`config.mk`:
```
export PLATFORM = sky130hd
export DESIGN_NAME = tag_store
export DESIGN_NICKNAME = d
export VERILOG_FILES = /design/src/rtl/tag_store_pkg.sv /design/src/rtl/tag_ram.sv /design/src/rtl/tag_seq.sv /design/src/rtl/tag_store.sv
export SDC_FILE = /design/constraint.sdc
export NUM_CORES = 1
export LEC_CHECK = 0
export BUFFER_PORTS_ARGS = -buffer_cell sky130_fd_sc_hd__buf_4
export CAP_MARGIN = 20
export CORE_MARGIN = 3
export CORE_UTILIZATION = 52
export DETAILED_ROUTE_END_ITERATION = 6
export MAX_ROUTING_LAYER = met4
export PLACE_DENSITY = 0.76
export SLEW_MARGIN = 20
export SYNTH_ARGS = -nofsm -noshare
export SYNTH_HDL_FRONTEND = slang
export SYNTH_SLANG_ARGS = --single-unit
export TNS_END_PERCENT = 5
```
`constraint.sdc`:
```
create_clock -name clk -period 3.3 [get_ports clk]
set_input_delay 0.165 -clock clk [delete_from_list [all_inputs] [get_ports clk]]
set_output_delay 0.165 -clock clk [all_outputs]
set_load 0.05 [all_outputs]
```
`src/rtl/tag_store_pkg.sv`:
```
package tag_store_pkg;

    localparam int GRAN_LOG2 = 4;
    localparam int TAG_LSB   = 56;

    typedef enum logic [1:0] {
        OP_LOAD = 2'b00,
        OP_ST1  = 2'b01,
        OP_ST2  = 2'b10,
        OP_RSVD = 2'b11
    } tag_op_e;

    typedef enum logic [2:0] {
        S_IDLE,
        S_RDA,
        S_MODA,
        S_RDB,
        S_MODB,
        S_FULL,
        S_RESP
    } seq_state_e;

    typedef struct packed {
        tag_op_e    op;
        logic       odd;
        logic [3:0] tag;
        logic [1:0] absent;
        logic       fault;
    } req_ctx_t;

    function automatic logic [7:0] put_nibble(logic [7:0] b, logic hi, logic [3:0] t);
        return hi ? {t, b[3:0]} : {b[7:4], t};
    endfunction

    function automatic logic [3:0] get_nibble(logic [7:0] b, logic hi);
        return hi ? b[7:4] : b[3:0];
    endfunction

endpackage

```
`src/rtl/tag_ram.sv`:
```
module tag_ram #(
    parameter int IDX_W = 5
) (
    input  logic             clk,
    input  logic             en,
    input  logic             we,
    input  logic [IDX_W-1:0] addr,
    input  logic [7:0]       wdata,
    output logic [7:0]       rdata
);
    localparam int DEPTH = 1 << IDX_W;

    logic [7:0] mem [DEPTH];

    always_ff @(posedge clk) begin
        if (en) begin
            if (we) mem[addr] <= wdata;
            else    rdata     <= mem[addr];
        end
    end
endmodule

```
`src/rtl/tag_seq.sv`:
```
module tag_seq
    import tag_store_pkg::*;
#(
    parameter int ADDR_W  = 10,
    parameter int G_LOG2  = GRAN_LOG2,
    parameter int T_LSB   = TAG_LSB
) (
    input  logic                       clk,
    input  logic                       rst,
    input  logic                       req_valid,
    output logic                       req_ready,
    input  logic [1:0]                 req_op,
    input  logic [ADDR_W-1:0]          req_addr,
    input  logic [3:0]                 req_tag,
    input  logic [63:0]                req_dst,
    input  logic [1:0]                 req_absent,
    output logic                       resp_valid,
    output logic                       resp_fault,
    output logic [63:0]                resp_data,
    output logic                       ram_en,
    output logic                       ram_we,
    output logic [ADDR_W-G_LOG2-2:0]   ram_addr,
    output logic [7:0]                 ram_wdata,
    input  logic [7:0]                 ram_rdata
);
    localparam int IDX_W = ADDR_W - G_LOG2 - 1;

    seq_state_e         state;
    req_ctx_t           ctx;
    logic [IDX_W-1:0]   idx;
    logic [63:0]        dst;
    logic [3:0]         ltag;

    tag_op_e            in_op;
    logic               in_mis;
    logic               in_odd;
    seq_state_e         first_st;

    always_comb begin
        in_op  = (tag_op_e'(req_op) == OP_RSVD) ? OP_LOAD : tag_op_e'(req_op);
        in_odd = req_addr[G_LOG2];
        in_mis = (in_op != OP_LOAD) && (req_addr[G_LOG2-1:0] != '0);
        if (in_mis)
            first_st = S_RESP;
        else if (in_op == OP_ST2 && !in_odd)
            first_st = req_absent[0] ? S_RESP : S_FULL;
        else if (in_op == OP_ST2)
            first_st = !req_absent[0] ? S_RDA : (!req_absent[1] ? S_RDB : S_RESP);
        else
            first_st = req_absent[0] ? S_RESP : S_RDA;
    end

    assign req_ready = (state == S_IDLE);

    always_ff @(posedge clk) begin
        if (rst) begin
            state <= S_IDLE;
            ctx   <= '0;
            idx   <= '0;
            dst   <= '0;
            ltag  <= '0;
        end else begin
            case (state)
                S_IDLE: if (req_valid) begin
                    ctx.op     <= in_op;
                    ctx.odd    <= in_odd;
                    ctx.tag    <= req_tag;
                    ctx.absent <= req_absent;
                    ctx.fault  <= in_mis;
                    idx        <= req_addr[ADDR_W-1:G_LOG2+1];
                    dst        <= req_dst;
                    ltag       <= '0;
                    state      <= first_st;
                end
                S_RDA:  state <= S_MODA;
                S_MODA: begin
                    if (ctx.op == OP_LOAD) ltag <= get_nibble(ram_rdata, ctx.odd);
                    if (ctx.op == OP_ST2 && !ctx.absent[1]) state <= S_RDB;
                    else                                    state <= S_RESP;
                end
                S_RDB:  state <= S_MODB;
                S_MODB: state <= S_RESP;
                S_FULL: state <= S_RESP;
                default: state <= S_IDLE;
            endcase
        end
    end

    always_comb begin
        ram_en    = 1'b0;
        ram_we    = 1'b0;
        ram_addr  = idx;
        ram_wdata = '0;
        case (state)
            S_RDA:  ram_en = 1'b1;
            S_MODA: if (ctx.op != OP_LOAD) begin
                ram_en    = 1'b1;
                ram_we    = 1'b1;
                ram_wdata = put_nibble(ram_rdata, ctx.odd, ctx.tag);
            end
            S_RDB: begin
                ram_en   = 1'b1;
                ram_addr = idx + 1'b1;
            end
            S_MODB: begin
                ram_en    = 1'b1;
                ram_we    = 1'b1;
                ram_addr  = idx + 1'b1;
                ram_wdata = put_nibble(ram_rdata, 1'b0, ctx.tag);
            end
            S_FULL: begin
                ram_en    = 1'b1;
                ram_we    = 1'b1;
                ram_wdata = {ctx.tag, ctx.tag};
            end
            default: ;
        endcase
    end

    always_comb begin
        resp_valid = (state == S_RESP);
        resp_fault = resp_valid && ctx.fault;
        resp_data  = '0;
        if (resp_valid && ctx.op == OP_LOAD) begin
            resp_data = dst;
            resp_data[T_LSB +: 4] = ltag;
        end
    end
endmodule

```
`src/rtl/tag_store.sv`:
```
module tag_store
    import tag_store_pkg::*;
#(
    parameter int ADDR_W = 10
) (
    input  logic              clk,
    input  logic              rst,
    input  logic              req_valid,
    output logic              req_ready,
    input  logic [1:0]        req_op,
    input  logic [ADDR_W-1:0] req_addr,
    input  logic [63:0]       req_src,
    input  logic [63:0]       req_dst,
    input  logic [1:0]        req_absent,
    output logic              resp_valid,
    output logic              resp_fault,
    output logic [63:0]       resp_data
);
    localparam int IDX_W = ADDR_W - GRAN_LOG2 - 1;

    logic             ram_en;
    logic             ram_we;
    logic [IDX_W-1:0] ram_addr;
    logic [7:0]       ram_wdata;
    logic [7:0]       ram_rdata;

    tag_seq #(.ADDR_W(ADDR_W), .G_LOG2(GRAN_LOG2), .T_LSB(TAG_LSB)) u_seq (
        .clk        (clk),
        .rst        (rst),
        .req_valid  (req_valid),
        .req_ready  (req_ready),
        .req_op     (req_op),
        .req_addr   (req_addr),
        .req_tag    (req_src[TAG_LSB +: 4]),
        .req_dst    (req_dst),
        .req_absent (req_absent),
        .resp_valid (resp_valid),
        .resp_fault (resp_fault),
        .resp_data  (resp_data),
        .ram_en     (ram_en),
        .ram_we     (ram_we),
        .ram_addr   (ram_addr),
        .ram_wdata  (ram_wdata),
        .ram_rdata  (ram_rdata)
    );

    tag_ram #(.IDX_W(IDX_W)) u_ram (
        .clk   (clk),
        .en    (ram_en),
        .we    (ram_we),
        .addr  (ram_addr),
        .wdata (ram_wdata),
        .rdata (ram_rdata)
    );
endmodule

```
# After elaboration in Yosys (flattened, before gate mapping)
# Memory sizes are Yosys's and may differ from the RTL's. A register that Yosys moved wholly into a read port is not among the register bits.
# Cells that the tools add are included.
# word_totals
reg_bits,86
latchBits,0
ram_bits,256
romBits,0
input_bits,145
out_inout_bits,67
wordCells,68
n_memories,1
# mem_list
name,words,width,rd,rd_ports_with_merged_regs,wr,line,source
u_ram.mem,32,8,1,1,1,tag_ram.sv:13,logic [7:0] mem [DEPTH];
# classes
add_sub_neg,1
multipliers,0
div,0
magnitude_cmp,0
eq_ne,11
shift,0
muxes,26
n_bitwise,1
reduce_logical,19
# op_table
op,n
$mux W64,1
$mux W3,8
$pmux W8 S3,1
$mux W8,2
$pmux W3 S5,1
$mux W4,3
$eq A3 B3 Y1 const B,3
$pmux W4 S2,1
$eq A2 B2 Y1 const B,3
$eq A3 B2 Y1 const B,2
$reduce_bool A2 Y1,3
$add A5 B1 Y5 const B,1
$logic_and A1 B1 Y1,5
$mux W5,1
$mux W1,4
$mux W2,2
$pmux W1 S2,2
$reduce_and A2 Y1,2
$reduce_bool A4 Y1,1
$reduce_or A2 Y1,2
$reduce_or A4 Y1,1
$eq A3 B1 Y1 const B,1
$logic_not A3 Y1,1
$reduce_and A3 Y1,1
other kinds (5),6

# Longest topological paths before layout
# Gate-level depths: netlist of run 1.
# logic_depth
ltp_word,8
ltp_mapped,12
depth_no_buf,8

# By module
# From an unflattened synthesis of run 1, not the netlist that was laid out.
# hier_totals
hier_cells,1076
hier_area_um2,14089.8
# modules_own_cells
mod,instances,cells_per_inst,area_each_um2,seq_area_each_um2
tag_ram,1,580,10289.9,7927.6
tag_seq,1,496,3799.9,1621.6

# Least setup slack after synthesis of run 1
# OpenSTA, ideal clock, no wires.
# synth_timing
kind,reg2out
start,register u_seq.state[1]
end,output resp_data[10]
arrival_time_ns,3.335
required_time_ns,3.135
slack_ns,-0.200
path_stages_with_launch,8
path_buffers,3
cell_sequence,dfxtp_1 > buf_2 > clkbuf_1 > inv_1 > nor3_1 > nor3b_1 > clkbuf_1 > and2_1
# synth_between
elab_chain_cells,3
# synth_lines
item,line,source
start: declaration,tag_seq.sv:28,seq_state_e state;
start signal: assignment,tag_seq.sv:73,state <= first_st;
$eq A3 B3 Y1,tag_seq.sv:121,resp_valid = (state == S_RESP);
named net resp_valid,tag_store.sv:15,"output logic resp_valid,"
$logic_and A1 B1 Y1,tag_seq.sv:124,if (resp_valid && ctx.op == OP_LOAD) begin
$mux W64,tag_seq.sv:124,
end: declaration,tag_store.sv:17,output logic [63:0] resp_data
# The timed path passes the listed nets, and every way through them passes these cells.

# Worst setup path in the final report of run 1
# layout_timing
start,register u_seq.idx[1]
end,"memory u_ram.mem[28][2], enable pin"
# layout_between
elab_chain_cells,2
# layout_lines
item,line,source
start: declaration,tag_seq.sv:30,logic [IDX_W-1:0] idx;
start signal: assignment,tag_seq.sv:70,idx <= req_addr[ADDR_W-1:G_LOG2+1];
$add A5 B1 Y5,"tag_seq.sv:103, tag_seq.sv:108",
$mux W5 (*),n/a,
end: declaration,tag_ram.sv:13,
# Every way passes the cells marked *; elsewhere a longest branch is shown, timed or not.

==> results of run 1 <==
==> cells in the mapped netlist, types with 11 or more instances <==
cell type and instances:
sky130_fd_sc_hd__edfxtp_1 264, sky130_fd_sc_hd__nand2_1 172, sky130_fd_sc_hd__a21oi_1 161, sky130_fd_sc_hd__dfxtp_1 81
sky130_fd_sc_hd__clkbuf_1 79, sky130_fd_sc_hd__nor2_1 75, sky130_fd_sc_hd__a222oi_1 68, sky130_fd_sc_hd__and2_1 68
sky130_fd_sc_hd__a22oi_1 51, sky130_fd_sc_hd__mux4_2 21, sky130_fd_sc_hd__mux2_2 20, sky130_fd_sc_hd__a22o_1 18
sky130_fd_sc_hd__a221oi_1 15, sky130_fd_sc_hd__nor4_1 13, sky130_fd_sc_hd__inv_1 11
==> state kept, by name (all words and copies together) (netlist names) <==
signal and cells:
u_ram.mem 256, u_seq.idx 5, u_seq.state 3, u_seq.ctx 9
u_seq.ltag 4, u_ram.rdata 8, u_seq.dst 60
==> power by group through the flow <==
| stage | sequential (µW) | combinational (µW) | clock (µW) |
|---|---|---|---|
| finish | 4990 | 2190 | 3960 |
| global route | 5000 | 2320 | 4170 |
| CTS | 4970 | 2130 | 3980 |
| detailed placement | 5070 | 2060 | 0 |
| global placement | 5060 | 2010 | 0 |
| floorplan | 5030 | 1230 | 0 |
==> path summary, 6_finish.rpt <==
path | endpoint | cells after the start | slack, ns | from
worst min-delay path | u_seq.ctx[8] | 4 | 0.05 | req_op[0]
worst min register to register | u_seq.dst[61] | 2 | 0.45 | u_seq.dst[61]
worst max register to register | u_ram.mem[28][2] | 9 | 0.16 | u_seq.idx[1]
worst max-delay path | u_ram.mem[28][2] | 9 | 0.16 | u_seq.idx[1]
==> cell families after synthesis <==
family,share of synthesized area [%]
AO/OA/AOI/OAI,16.7
buffers and inverters,2.95
flip-flops,63.7
AND/OR/NAND/NOR,11.2
multiplexers,5.12
adder cells (fa/ha/maj),0.334
==> per-stage QoR <==
step / worst slack [ns] / instance area (µm²) / power, µW / hold WS, ns / instances
2_1_floorplan: 0.116 / 15000 / 6260 / 0.301 / 1230
3_3_place_gp: 0.232 / 17100 / 7060 / 0.414 / 1765
3_5_place_dp: 0.198 / 17100 / 7120 / 0.422 / 1765
4_1_cts: 0.169 / 19000 / 11100 / 0.0419 / 1905
5_1_grt: 0.00211 / 19000 / 11500 / 0.0811 / 1905
6_report: 0.159 / 19000 / 11100 / 0.0451 / 1905
==> area by class of cell <==
class,count,share of cell area (%)
Clock buffer,43,4.99
Tap cell,378,2.49
Inverter,12,0.237
Multi-Input combinational cell,777,26.5
Timing Repair Buffer,326,14.4
Sequential cell,345,50.2
Clock inverter,24,1.07
==> what timing repair did <==
item | in CTS | in global routing
resized for setup | 0 | 2
hold endpoints to repair | 74 | 0
setup endpoints to repair | 0 | 1
hold buffers | 73 | 0
==> tightest hold or removal path: cells and delay by family <==
family / cells / cell delay [ns]
adder cells (fa/ha/maj): 1 / 0.13
AO/OA/AOI/OAI: 1 / 0.11
AND/OR/NAND/NOR: 1 / 0.05
buffers and inverters: 1 / 0.08
==> metal layers <==
metal  vias up  GRT usage, %
met5         -             -
met4         0          11.6
met3       142          5.75
met2       824          47.8
met1      5929          38.7
li1       5302             -
==> placed cells by master, fill, tap and decap left out, types with 3 or more instances in the layout <==
master,n
sky130_fd_sc_hd__a21o_1,5
sky130_fd_sc_hd__a21oi_1,160
sky130_fd_sc_hd__a221oi_1,15
sky130_fd_sc_hd__a222oi_1,68
sky130_fd_sc_hd__a22o_1,18
sky130_fd_sc_hd__a22oi_1,51
sky130_fd_sc_hd__a31oi_1,5
sky130_fd_sc_hd__a32o_1,3
sky130_fd_sc_hd__and2_1,67
sky130_fd_sc_hd__buf_12,9
sky130_fd_sc_hd__buf_4,244
sky130_fd_sc_hd__clkbuf_1,6
sky130_fd_sc_hd__clkbuf_16,37
sky130_fd_sc_hd__clkinv_1,6
sky130_fd_sc_hd__clkinv_2,8
sky130_fd_sc_hd__clkinvlp_4,3
sky130_fd_sc_hd__dfxtp_1,79
sky130_fd_sc_hd__dlygate4sd3_1,73
sky130_fd_sc_hd__edfxtp_1,264
sky130_fd_sc_hd__ha_1,3
sky130_fd_sc_hd__inv_1,11
sky130_fd_sc_hd__mux2_2,20
sky130_fd_sc_hd__mux2i_1,7
sky130_fd_sc_hd__mux4_2,21
sky130_fd_sc_hd__nand2_1,171
sky130_fd_sc_hd__nand2b_1,3
sky130_fd_sc_hd__nand3b_1,3
sky130_fd_sc_hd__nor2_1,74
sky130_fd_sc_hd__nor2b_1,5
sky130_fd_sc_hd__nor3_1,9
sky130_fd_sc_hd__nor4_1,13
sky130_fd_sc_hd__o21ai_0,9
sky130_fd_sc_hd__o22ai_1,3
sky130_fd_sc_hd__or2_2,3
==> impl_metrics.xml, run 1 <==
<?xml version="1.0" encoding="UTF-8"?>
<metrics>
  <group name="worst_setup_path">
    <metric name="startpoint_type" unit="">register</metric>
    <metric name="crit_chain" unit="">ha_2 &gt; nor3_1 &gt; a22oi_1 &gt; o22ai_4 &gt; buf_12 &gt; or2_2 &gt; nand2_1 &gt; nor2_1 &gt; buf_4</metric>
    <metric name="path_class" unit="">reg -&gt; reg</metric>
    <metric name="path_max_fanout" unit="">19</metric>
    <metric name="timing.critical_path.max_delay_family" unit="">simple AND/OR/NAND/NOR gates</metric>
    <metric name="crit_arrival" unit="ns">3.37</metric>
    <metric name="critical_path_buf_inv_count" unit="">2</metric>
    <metric name="max_stage_delay" unit="ns">0.39</metric>
    <metric name="worst-endpoint-required" unit="ns">3.53</metric>
    <metric name="cp_slowest_cell" unit="">sky130_fd_sc_hd__o22ai_4</metric>
    <metric name="cp-end-kind" unit="">register</metric>
  </group>
  <group name="detailed_routing">
    <metric name="drc" unit="">15</metric>
    <metric name="routedWlPerCell" unit="µm">24.3</metric>
    <metric name="met1_length" unit="µm">17200</metric>
    <metric name="detail-route-antenna-nets" unit="">0</metric>
    <metric name="dr_wl_met3" unit="µm">5050</metric>
    <metric name="drt_pre_antenna_iters" unit="">7</metric>
    <metric name="vias" unit="">12200</metric>
    <metric name="highest_layer" unit="">met4</metric>
    <metric name="route.met2.wl" unit="µm">22200</metric>
    <metric name="route.detailed.vias_per_inst" unit="">6.40</metric>
    <metric name="totalWireLength" unit="µm">46200</metric>
    <metric name="drt-initial-drc-count" unit="">1730</metric>
  </group>
  <group name="synthesis">
    <metric name="number_of_enable_type_register_cells_in_the_synthesized_netlist" unit="">264</metric>
    <metric name="yosys.area.top_type" unit="">sky130_fd_sc_hd__edfxtp_1</metric>
    <metric name="ys_seq_area_share" unit="%">63.7</metric>
    <metric name="syn-mean-instance-area" unit="µm²">12.2</metric>
    <metric name="yosysUniqueCellTypes" unit="">59</metric>
    <metric name="synth_flop_cell" unit="">sky130_fd_sc_hd__edfxtp_1</metric>
    <metric name="postSynthRegisterBits" unit="">345</metric>
    <metric name="synthesis.instances" unit="">1230</metric>
    <metric name="synth_top_area_share" unit="%">52.9</metric>
    <metric name="syn_nets" unit="">1379</metric>
    <metric name="share_of_flip_flops_with_an_asynchronous_set_or_reset" unit="%">0</metric>
    <metric name="synth.cell_area" unit="µm²">15000</metric>
    <metric name="netlist_top_cells_area" unit="">sky130_fd_sc_hd__edfxtp_1 53%, sky130_fd_sc_hd__dfxtp_1 11%, sky130_fd_sc_hd__a21oi_1 5.4%, sky130_fd_sc_hd__a222oi_1 4.5%, sky130_fd_sc_hd__nand2_1 4.3%</metric>
    <metric name="synth-warning-count" unit="">0</metric>
  </group>
  <group name="clocking">
    <metric name="number_of_buffers_added_by_the_clock_tree_synthesis_step" unit="">37</metric>
    <metric name="cts_buffer_depth" unit="">3</metric>
    <metric name="ctsHtreeMaxLevel" unit="">2</metric>
    <metric name="postCtsSetupBuffers" unit="">0</metric>
    <metric name="clockRootBuffer" unit="">sky130_fd_sc_hd__clkbuf_16</metric>
    <metric name="insertion_delay_to_the_later_sink_of_the_worst_skew_pair" unit="ns">0.53</metric>
    <metric name="cts_tree" unit="">yes</metric>
    <metric name="clock-sinks" unit="">345</metric>
    <metric name="clk_pin_slew_worst_paths" unit="ns">0.07</metric>
  </group>
  <group name="sta">
    <metric name="maxClockFrequency" unit="GHz">0.318</metric>
    <metric name="final_hold_viol_count" unit="">0</metric>
    <metric name="setup_repair_after_global_routing_missed_its_margin" unit="">false</metric>
    <metric name="skew" unit="ns">0.0202</metric>
    <metric name="worst-slew-pin-transition" unit="ns">0.872</metric>
    <metric name="timing.final.setup_violations" unit="">0</metric>
    <metric name="finalWorstPathRequiredPeriod" unit="ns">3.14</metric>
    <metric name="timing.max_slew.rel_slack" unit="%">41.5</metric>
    <metric name="slew_viol_final" unit="">0</metric>
    <metric name="tns" unit="ns">0</metric>
    <metric name="final.period_utilization" unit="%">95.2</metric>
  </group>
  <group name="die">
    <metric name="coreArea" unit="µm²">28100</metric>
    <metric name="dieHeight" unit="µm">176</metric>
    <metric name="pin_count" unit="">212</metric>
    <metric name="die_w" unit="µm">176</metric>
    <metric name="fp-row-count" unit="">61</metric>
    <metric name="design.die.area" unit="µm²">30900</metric>
    <metric name="initial_core_util" unit="%">53.4</metric>
  </group>
  <group name="power">
    <metric name="combPwrFrac" unit="%">19.7</metric>
    <metric name="power.static_leakage" unit="µW">0.00698</metric>
    <metric name="power_density_over_the_cells" unit="nW/µm²">586</metric>
    <metric name="worst_ir_drop_vdd" unit="mV">0.455</metric>
    <metric name="swShare" unit="%">28.8</metric>
    <metric name="clock_power_share" unit="%">35.5</metric>
    <metric name="seq_power_share" unit="%">44.8</metric>
    <metric name="cell_internal_pwr" unit="µW">7930</metric>
    <metric name="power.switching" unit="µW">3210</metric>
  </group>
  <group name="outcome">
    <metric name="violations" unit="">design-rule violations</metric>
    <metric name="status" unit="">finished, violations left</metric>
  </group>
  <group name="placement">
    <metric name="routability_congestion_estimate" unit="">0.958</metric>
    <metric name="port-buffer-count" unit="">147</metric>
    <metric name="estimated_wirelength_of_the_detail_placed_design" unit="µm">28200</metric>
  </group>
  <group name="final_layout">
    <metric name="postLayoutCoreUtil" unit="%">67.7</metric>
    <metric name="final_net_count" unit="">1648</metric>
    <metric name="area_overhead_vs_synth" unit="%">26.8</metric>
    <metric name="layout-drive-gt1-share" unit="%">24.2</metric>
    <metric name="diodes" unit="">0</metric>
    <metric name="multi_input_comb_area" unit="µm²">5040</metric>
    <metric name="num-fill-cells" unit="">1923</metric>
    <metric name="final-seq-area" unit="µm²">9550</metric>
  </group>
  <group name="global_route">
    <metric name="global_route.overflow_total" unit="">0</metric>
    <metric name="grt_max_degree" unit="">80</metric>
    <metric name="first_global_vias" unit="">12100</metric>
    <metric name="initial_antenna_violation_count" unit="">0</metric>
    <metric name="global_route_wire_length_before_repair" unit="µm">70300</metric>
    <metric name="grt.total_usage" unit="%">30.1</metric>
  </group>
  <group name="worst_hold_path">
    <metric name="hold_class" unit="">in -&gt; reg</metric>
  </group>
  <group name="run">
    <metric name="cap_violations" unit="">0</metric>
  </group>
</metrics>
Note: power is estimated with default switching activity, not from simulation.
==> run 2, diff against run 1 <==
--- a/config.mk
+++ b/config.mk
@@ -11,7 +11,7 @@
 export CORE_UTILIZATION = 52
 export DETAILED_ROUTE_END_ITERATION = 6
 export MAX_ROUTING_LAYER = met4
-export PLACE_DENSITY = 0.76
+export PLACE_DENSITY_LB_ADDON = 0.12
 export SLEW_MARGIN = 20
 export SYNTH_ARGS = -nofsm -noshare
 export SYNTH_HDL_FRONTEND = slang
==> impl_metrics.xml, run 2 (synthesized netlist as in run 1, its figures left out) <==
<?xml version="1.0" encoding="UTF-8"?>
<metrics>
  <group name="detailed_routing">
    <metric name="vias" unit="">11800</metric>
    <metric name="highest_layer" unit="">met4</metric>
    <metric name="detail-route-antenna-nets" unit="">0</metric>
    <metric name="drc" unit="">2</metric>
    <metric name="met1_length" unit="µm">17800</metric>
    <metric name="routedWlPerCell" unit="µm">23.2</metric>
    <metric name="dr_wl_met3" unit="µm">4640</metric>
    <metric name="route.met2.wl" unit="µm">20500</metric>
    <metric name="drt_pre_antenna_iters" unit="">7</metric>
    <metric name="route.detailed.vias_per_inst" unit="">6.18</metric>
    <metric name="drt-initial-drc-count" unit="">1540</metric>
    <metric name="totalWireLength" unit="µm">44400</metric>
  </group>
  <group name="sta">
    <metric name="tns" unit="ns">0</metric>
    <metric name="setup_repair_after_global_routing_missed_its_margin" unit="">false</metric>
    <metric name="final_critical_path_setup_slack" unit="ns">0.112</metric>
    <metric name="slew_viol_final" unit="">0</metric>
    <metric name="timing.max_slew.rel_slack" unit="%">36.9</metric>
    <metric name="skew" unit="ns">0.0211</metric>
    <metric name="maxClockFrequency" unit="GHz">0.314</metric>
    <metric name="worst-slew-pin-transition" unit="ns">0.942</metric>
    <metric name="final.period_utilization" unit="%">96.6</metric>
    <metric name="finalWorstPathRequiredPeriod" unit="ns">3.19</metric>
    <metric name="timing.final.setup_violations" unit="">0</metric>
    <metric name="final_hold_viol_count" unit="">0</metric>
  </group>
  <group name="global_route">
    <metric name="global_route.overflow_total" unit="">0</metric>
    <metric name="first_global_vias" unit="">11400</metric>
    <metric name="grt_max_degree" unit="">80</metric>
    <metric name="global_route_wire_length_before_repair" unit="µm">67100</metric>
    <metric name="grt.total_usage" unit="%">28.8</metric>
    <metric name="initial_antenna_violation_count" unit="">0</metric>
  </group>
  <group name="final_layout">
    <metric name="layout_top_registers" unit="">u_ram.mem: 256 flops, u_seq.dst: 60 flops, u_seq.ctx: 9 flops</metric>
    <metric name="most-common-layout-cells" unit="">264 x sky130_fd_sc_hd__edfxtp_1, 256 x sky130_fd_sc_hd__buf_4, 171 x sky130_fd_sc_hd__nand2_1, 160 x sky130_fd_sc_hd__a21oi_1, 79 x sky130_fd_sc_hd__dfxtp_1</metric>
    <metric name="area_overhead_vs_synth" unit="%">27.1</metric>
    <metric name="diodes" unit="">0</metric>
    <metric name="regMostFlops" unit="">u_ram.mem</metric>
    <metric name="stdcell_count" unit="">1914</metric>
    <metric name="final_cell_area" unit="µm²">19100</metric>
    <metric name="final_net_count" unit="">1658</metric>
    <metric name="flip_flop_count_of_the_largest_register_all_copies_and_words_added" unit="">256</metric>
    <metric name="layout-drive-gt1-share" unit="%">24.9</metric>
    <metric name="final_common_cell" unit="">sky130_fd_sc_hd__edfxtp_1</metric>
  </group>
  <group name="die">
    <metric name="initial_core_util" unit="%">53.4</metric>
    <metric name="die_w" unit="µm">176</metric>
    <metric name="dieHeight" unit="µm">176</metric>
    <metric name="pin_count" unit="">212</metric>
    <metric name="coreArea" unit="µm²">28100</metric>
    <metric name="fp-row-count" unit="">61</metric>
    <metric name="design.die.area" unit="µm²">30900</metric>
  </group>
  <group name="clocking">
    <metric name="clockRootBuffer" unit="">sky130_fd_sc_hd__clkbuf_16</metric>
    <metric name="cts_buffer_depth" unit="">3</metric>
    <metric name="insertion_delay_to_the_later_sink_of_the_worst_skew_pair" unit="ns">0.54</metric>
    <metric name="cts_tree" unit="">yes</metric>
    <metric name="ctsHtreeMaxLevel" unit="">2</metric>
    <metric name="clock-sinks" unit="">345</metric>
    <metric name="number_of_buffers_added_by_the_clock_tree_synthesis_step" unit="">36</metric>
    <metric name="clk_pin_slew_worst_paths" unit="ns">0.06</metric>
  </group>
  <group name="power">
    <metric name="worst_ir_drop_vdd" unit="mV">0.419</metric>
    <metric name="power.static_leakage" unit="µW">0.00703</metric>
    <metric name="power_density_over_the_cells" unit="nW/µm²">579</metric>
  </group>
  <group name="placement">
    <metric name="detailed_place.area" unit="µm²">17200</metric>
    <metric name="post-place-ws" unit="ns">0.131</metric>
    <metric name="port-buffer-count" unit="">147</metric>
    <metric name="placed_cells_incl_taps" unit="">1776</metric>
    <metric name="estimated_wirelength_of_the_detail_placed_design" unit="µm">27400</metric>
    <metric name="routability_congestion_estimate" unit="">0.863</metric>
  </group>
  <group name="worst_setup_path">
    <metric name="path_max_fanout" unit="">15</metric>
    <metric name="path_class" unit="">reg -&gt; reg</metric>
    <metric name="crit_arrival" unit="ns">3.50</metric>
    <metric name="worst-endpoint-required" unit="ns">3.61</metric>
    <metric name="cp-end-kind" unit="">register</metric>
    <metric name="startpoint_type" unit="">register</metric>
  </group>
  <group name="run">
    <metric name="cap_violations" unit="">0</metric>
  </group>
  <group name="worst_hold_path">
    <metric name="hold_class" unit="">in -&gt; reg</metric>
  </group>
  <group name="outcome">
    <metric name="status" unit="">finished, violations left</metric>
    <metric name="violations" unit="">design-rule violations</metric>
  </group>
</metrics>
==> run 2: cell type report <==
cell class | count | area [µm²]
fillers | 2032 | 9040
well taps | 378 | 473
clock buffers | 46 | 1000
repair buffers | 337 | 2800
multi-input cells | 777 | 5040
inverters | 12 | 45.0
clock inverters | 19 | 130
flip-flops and latches | 345 | 9550
==> run 2: path summary, 6_finish.rpt <==
| path | from | to | slack (ns) | cells after the start |
|---|---|---|---|---|
| min | req_op[1] | u_seq.ctx[9] | 0.07 | 4 |
| max | u_seq.idx[1] | u_ram.rdata[7] | 0.11 | 10 |
| max reg2reg | u_seq.idx[1] | u_ram.rdata[7] | 0.11 | 10 |
| min reg2reg | u_seq.dst[63] | u_seq.dst[63] | 0.45 | 2 |
==> run 2: repair_timing <==
item / CTS / global route
gates resized for setup: 0 / 3
endpoints found under the hold margin: 74 / 0
buffers inserted: 0 / 0
setup endpoints to repair: 0 / 2
hold buffers: 73 / 0
==> run 2: power breakdown <==
| group | internal, µW | switching [µW] | leakage, µW |
|---|---|---|---|
| registers | 4880 | 90.9 | 0.00333 |
| clock network | 2240 | 1660 | 0.000568 |
| logic | 813 | 1340 | 0.00313 |
| total | 7930 | 3090 | 0.00703 |
==> run 2: per-layer routing <==
metal  up-vias  GRT usage (%)
met4         0           10.0
met1      5687           39.1
met5         -              -
li1       5316              -
met2       746           44.7
met3        82           4.69
==> run 2: per-stage QoR <==
stage               total power, µW  util (%)  hold slack [ns]
detailed placement             7100      61.2            0.421
global route                  11400      67.8           0.0940
finish                        11000      67.8           0.0676
CTS                           11000      67.8           0.0550
floorplan                      6260         -            0.301
global placement               7060      61.2            0.412
==> run 2: worst max-delay path, stage by stage (launching register included) <==
cell,delay (ns)
sky130_fd_sc_hd__dfxtp_2,0.34
sky130_fd_sc_hd__ha_2,0.39
sky130_fd_sc_hd__or4b_2,0.61
sky130_fd_sc_hd__a21oi_2,0.20
sky130_fd_sc_hd__a21o_2,0.27
sky130_fd_sc_hd__buf_4,0.31
sky130_fd_sc_hd__a222oi_1,0.14
sky130_fd_sc_hd__a21oi_1,0.35
sky130_fd_sc_hd__nor4_1,0.09
sky130_fd_sc_hd__buf_4,0.15
sky130_fd_sc_hd__o2111ai_1,0.12
==> run 3, diff against run 2 <==
--- a/config.mk
+++ b/config.mk
@@ -7,8 +7,11 @@
 export LEC_CHECK = 0
 export BUFFER_PORTS_ARGS = -buffer_cell sky130_fd_sc_hd__buf_4
 export CAP_MARGIN = 20
+export CELL_PAD_IN_SITES_DETAIL_PLACEMENT = 0
+export CELL_PAD_IN_SITES_GLOBAL_PLACEMENT = 1
 export CORE_MARGIN = 3
-export CORE_UTILIZATION = 52
+export CORE_UTILIZATION = 42
+export CTS_CLUSTER_DIAMETER = 120
 export DETAILED_ROUTE_END_ITERATION = 6
 export MAX_ROUTING_LAYER = met4
 export PLACE_DENSITY_LB_ADDON = 0.12
==> impl_metrics.xml, run 3 (synthesized netlist as in run 1, its figures left out) <==
<?xml version="1.0" encoding="UTF-8"?>
<metrics>
  <group name="outcome">
    <metric name="status" unit="">finished, violations left</metric>
    <metric name="violations" unit="">design-rule violations</metric>
  </group>
  <group name="final_layout">
    <metric name="regMostFlops" unit="">u_ram.mem</metric>
    <metric name="final_cell_area" unit="µm²">19400</metric>
    <metric name="layout_top_registers" unit="">u_ram.mem: 256 flops, u_seq.dst: 60 flops, u_seq.ctx: 9 flops</metric>
    <metric name="diodes" unit="">0</metric>
    <metric name="final_common_cell" unit="">sky130_fd_sc_hd__edfxtp_1</metric>
    <metric name="area_overhead_vs_synth" unit="%">29.1</metric>
    <metric name="postLayoutCoreUtil" unit="%">55.5</metric>
    <metric name="layout-drive-gt1-share" unit="%">25.0</metric>
    <metric name="final_net_count" unit="">1665</metric>
    <metric name="most-common-layout-cells" unit="">264 x sky130_fd_sc_hd__edfxtp_1, 258 x sky130_fd_sc_hd__buf_4, 171 x sky130_fd_sc_hd__nand2_1, 160 x sky130_fd_sc_hd__a21oi_1, 79 x sky130_fd_sc_hd__dfxtp_1</metric>
    <metric name="num-fill-cells" unit="">2996</metric>
    <metric name="flip_flop_count_of_the_largest_register_all_copies_and_words_added" unit="">256</metric>
  </group>
  <group name="clocking">
    <metric name="number_of_buffers_added_by_the_clock_tree_synthesis_step" unit="">39</metric>
    <metric name="cts_buffer_depth" unit="">3</metric>
    <metric name="insertion_delay_to_the_later_sink_of_the_worst_skew_pair" unit="ns">0.54</metric>
    <metric name="clock-sinks" unit="">345</metric>
    <metric name="clk_pin_slew_worst_paths" unit="ns">0.06</metric>
    <metric name="clockRootBuffer" unit="">sky130_fd_sc_hd__clkbuf_16</metric>
    <metric name="postCtsSetupBuffers" unit="">0</metric>
    <metric name="ctsHtreeMaxLevel" unit="">2</metric>
    <metric name="cts_tree" unit="">yes</metric>
  </group>
  <group name="worst_setup_path">
    <metric name="reg2regPathDepth" unit="">8</metric>
    <metric name="startpoint_type" unit="">register</metric>
    <metric name="worst-endpoint-required" unit="ns">3.57</metric>
    <metric name="max_stage_delay" unit="ns">0.55</metric>
    <metric name="crit_chain" unit="">a21o_1 &gt; buf_4 &gt; nor2_1 &gt; a21o_1 &gt; a222oi_1 &gt; a21oi_1 &gt; or4_1 &gt; or4_1</metric>
    <metric name="path_class" unit="">reg -&gt; reg</metric>
    <metric name="reg2reg_from" unit="">u_seq.state[1]</metric>
    <metric name="r2r-end" unit="">u_ram.rdata[0]</metric>
    <metric name="crit_arrival" unit="ns">3.52</metric>
    <metric name="path_max_fanout" unit="">26</metric>
    <metric name="worst_setup_path_endpoint" unit="">u_ram.rdata[0]</metric>
    <metric name="cp-end-kind" unit="">register</metric>
    <metric name="r2r_slack" unit="ns">0.05</metric>
    <metric name="cp_slowest_cell" unit="">sky130_fd_sc_hd__or4_1</metric>
    <metric name="crit_path_start" unit="">u_seq.state[1]</metric>
  </group>
  <group name="placement">
    <metric name="routability_congestion_estimate" unit="">0.849</metric>
    <metric name="port-buffer-count" unit="">147</metric>
    <metric name="estimated_wirelength_of_the_detail_placed_design" unit="µm">29200</metric>
    <metric name="post-place-ws" unit="ns">0.0819</metric>
    <metric name="detailed_place.area" unit="µm²">17300</metric>
  </group>
  <group name="detailed_routing">
    <metric name="drt-initial-drc-count" unit="">1332</metric>
    <metric name="totalWireLength" unit="µm">46600</metric>
    <metric name="drc" unit="">12</metric>
    <metric name="route.detailed.vias_per_inst" unit="">5.86</metric>
    <metric name="drt_pre_antenna_iters" unit="">7</metric>
    <metric name="highest_layer" unit="">met4</metric>
    <metric name="route.met2.wl" unit="µm">21400</metric>
    <metric name="detail-route-antenna-nets" unit="">0</metric>
    <metric name="vias" unit="">11700</metric>
    <metric name="met1_length" unit="µm">19700</metric>
    <metric name="routedWlPerCell" unit="µm">23.3</metric>
    <metric name="dr_wl_met3" unit="µm">3910</metric>
  </group>
  <group name="power">
    <metric name="seq_power_share" unit="%">43.3</metric>
    <metric name="swShare" unit="%">27.8</metric>
    <metric name="worst_ir_drop_vdd" unit="mV">0.434</metric>
    <metric name="power.static_leakage" unit="µW">0.00713</metric>
    <metric name="power.switching" unit="µW">3190</metric>
    <metric name="design_power_total" unit="µW">11500</metric>
    <metric name="cell_internal_pwr" unit="µW">8300</metric>
    <metric name="power_density_over_the_cells" unit="nW/µm²">594</metric>
    <metric name="combPwrFrac" unit="%">19.3</metric>
    <metric name="clock_power_share" unit="%">37.4</metric>
  </group>
  <group name="global_route">
    <metric name="initial_antenna_violation_count" unit="">0</metric>
    <metric name="grt_max_degree" unit="">80</metric>
    <metric name="grt.total_usage" unit="%">24.5</metric>
    <metric name="global_route.overflow_total" unit="">0</metric>
    <metric name="first_global_vias" unit="">11500</metric>
    <metric name="global_route_wire_length_before_repair" unit="µm">70300</metric>
  </group>
  <group name="die">
    <metric name="die_w" unit="µm">195</metric>
    <metric name="design.die.area" unit="µm²">38000</metric>
    <metric name="fp-row-count" unit="">68</metric>
    <metric name="initial_core_util" unit="%">43.0</metric>
    <metric name="coreArea" unit="µm²">34900</metric>
    <metric name="pin_count" unit="">212</metric>
    <metric name="dieHeight" unit="µm">195</metric>
  </group>
  <group name="sta">
    <metric name="skew" unit="ns">0.0260</metric>
    <metric name="worst-slew-pin-transition" unit="ns">1.06</metric>
    <metric name="maxClockFrequency" unit="GHz">0.308</metric>
    <metric name="slew_viol_final" unit="">0</metric>
    <metric name="timing.max_slew.rel_slack" unit="%">28.9</metric>
    <metric name="setup_repair_after_global_routing_missed_its_margin" unit="">true</metric>
    <metric name="hold_ws" unit="ns">0.0418</metric>
    <metric name="final_critical_path_setup_slack" unit="ns">0.0496</metric>
    <metric name="final.period_utilization" unit="%">98.5</metric>
    <metric name="final_hold_viol_count" unit="">0</metric>
    <metric name="finalWorstPathRequiredPeriod" unit="ns">3.25</metric>
    <metric name="timing.final.setup_violations" unit="">0</metric>
  </group>
  <group name="worst_hold_path">
    <metric name="hold_class" unit="">in -&gt; reg</metric>
  </group>
  <group name="run">
    <metric name="cap_violations" unit="">0</metric>
  </group>
</metrics>
[run 3: worst max-delay path, delay by kind of cell (launching register included)]
kind | cells | cell delay [ns]
simple gates | 3 | 1.13
compound gates | 4 | 0.93
flops | 1 | 0.53
buf+inv | 1 | 0.40
[run 3: worst min path at each step]
stage / slack (ns) / startpoint / endpoint / cells past startpoint
after floorplan: 0.30 / req_dst[0] / u_seq.dst[0] / 2
after global placement: 0.41 / req_dst[51] / u_seq.dst[51] / 3
after detailed placement: 0.42 / req_dst[51] / u_seq.dst[51] / 3
after CTS: 0.03 / req_op[0] / u_seq.ctx[8] / 4
after global routing: 0.06 / req_op[0] / u_seq.ctx[8] / 4
final: 0.04 / req_op[0] / u_seq.ctx[8] / 4
[run 3: area by class of cell]
class	instances	area, µm²	share of cell area (%)
tap	455	569	2.94
clock buffer	51	1070	5.51
multi-input combinational	777	5060	26.1
inverter	12	45.0	0.233
clock inverter	20	209	1.08
timing repair buffer	341	2860	14.8
sequential	345	9550	49.4
[run 3: metal layers]
layer / up-vias / global-route usage, %
met5: - / -
met4: 0 / 8.69
met3: 84 / 4.13
met2: 559 / 37.6
met1: 5754 / 33.2
li1: 5336 / -
[run 3: power by group through the flow]
stage	Sequential, µW	Combinational, µW	Clock, µW
after floorplan	5030	1230	0
after global placement	5060	2100	0
after detailed placement	5070	2120	0
after CTS	4970	2200	4390
after global routing	4990	2380	4560
final	4980	2220	4300
[run 3: timing repair]
action,4_1_cts,5_1_grt
hold buffers,74,0
setup endpoints to repair,0,15
endpoints found under the hold margin,74,0
resized for setup,0,4
[run 3: per-stage QoR]
| stage | instances | setup TNS, ns |
|---|---|---|
| detailed placement | 1856 | 0 |
| CTS | 2001 | 0 |
| finish | 2001 | 0 |
| floorplan | 1230 | 0 |
| global placement | 1856 | 0 |
| global route | 2001 | -0.0799 |
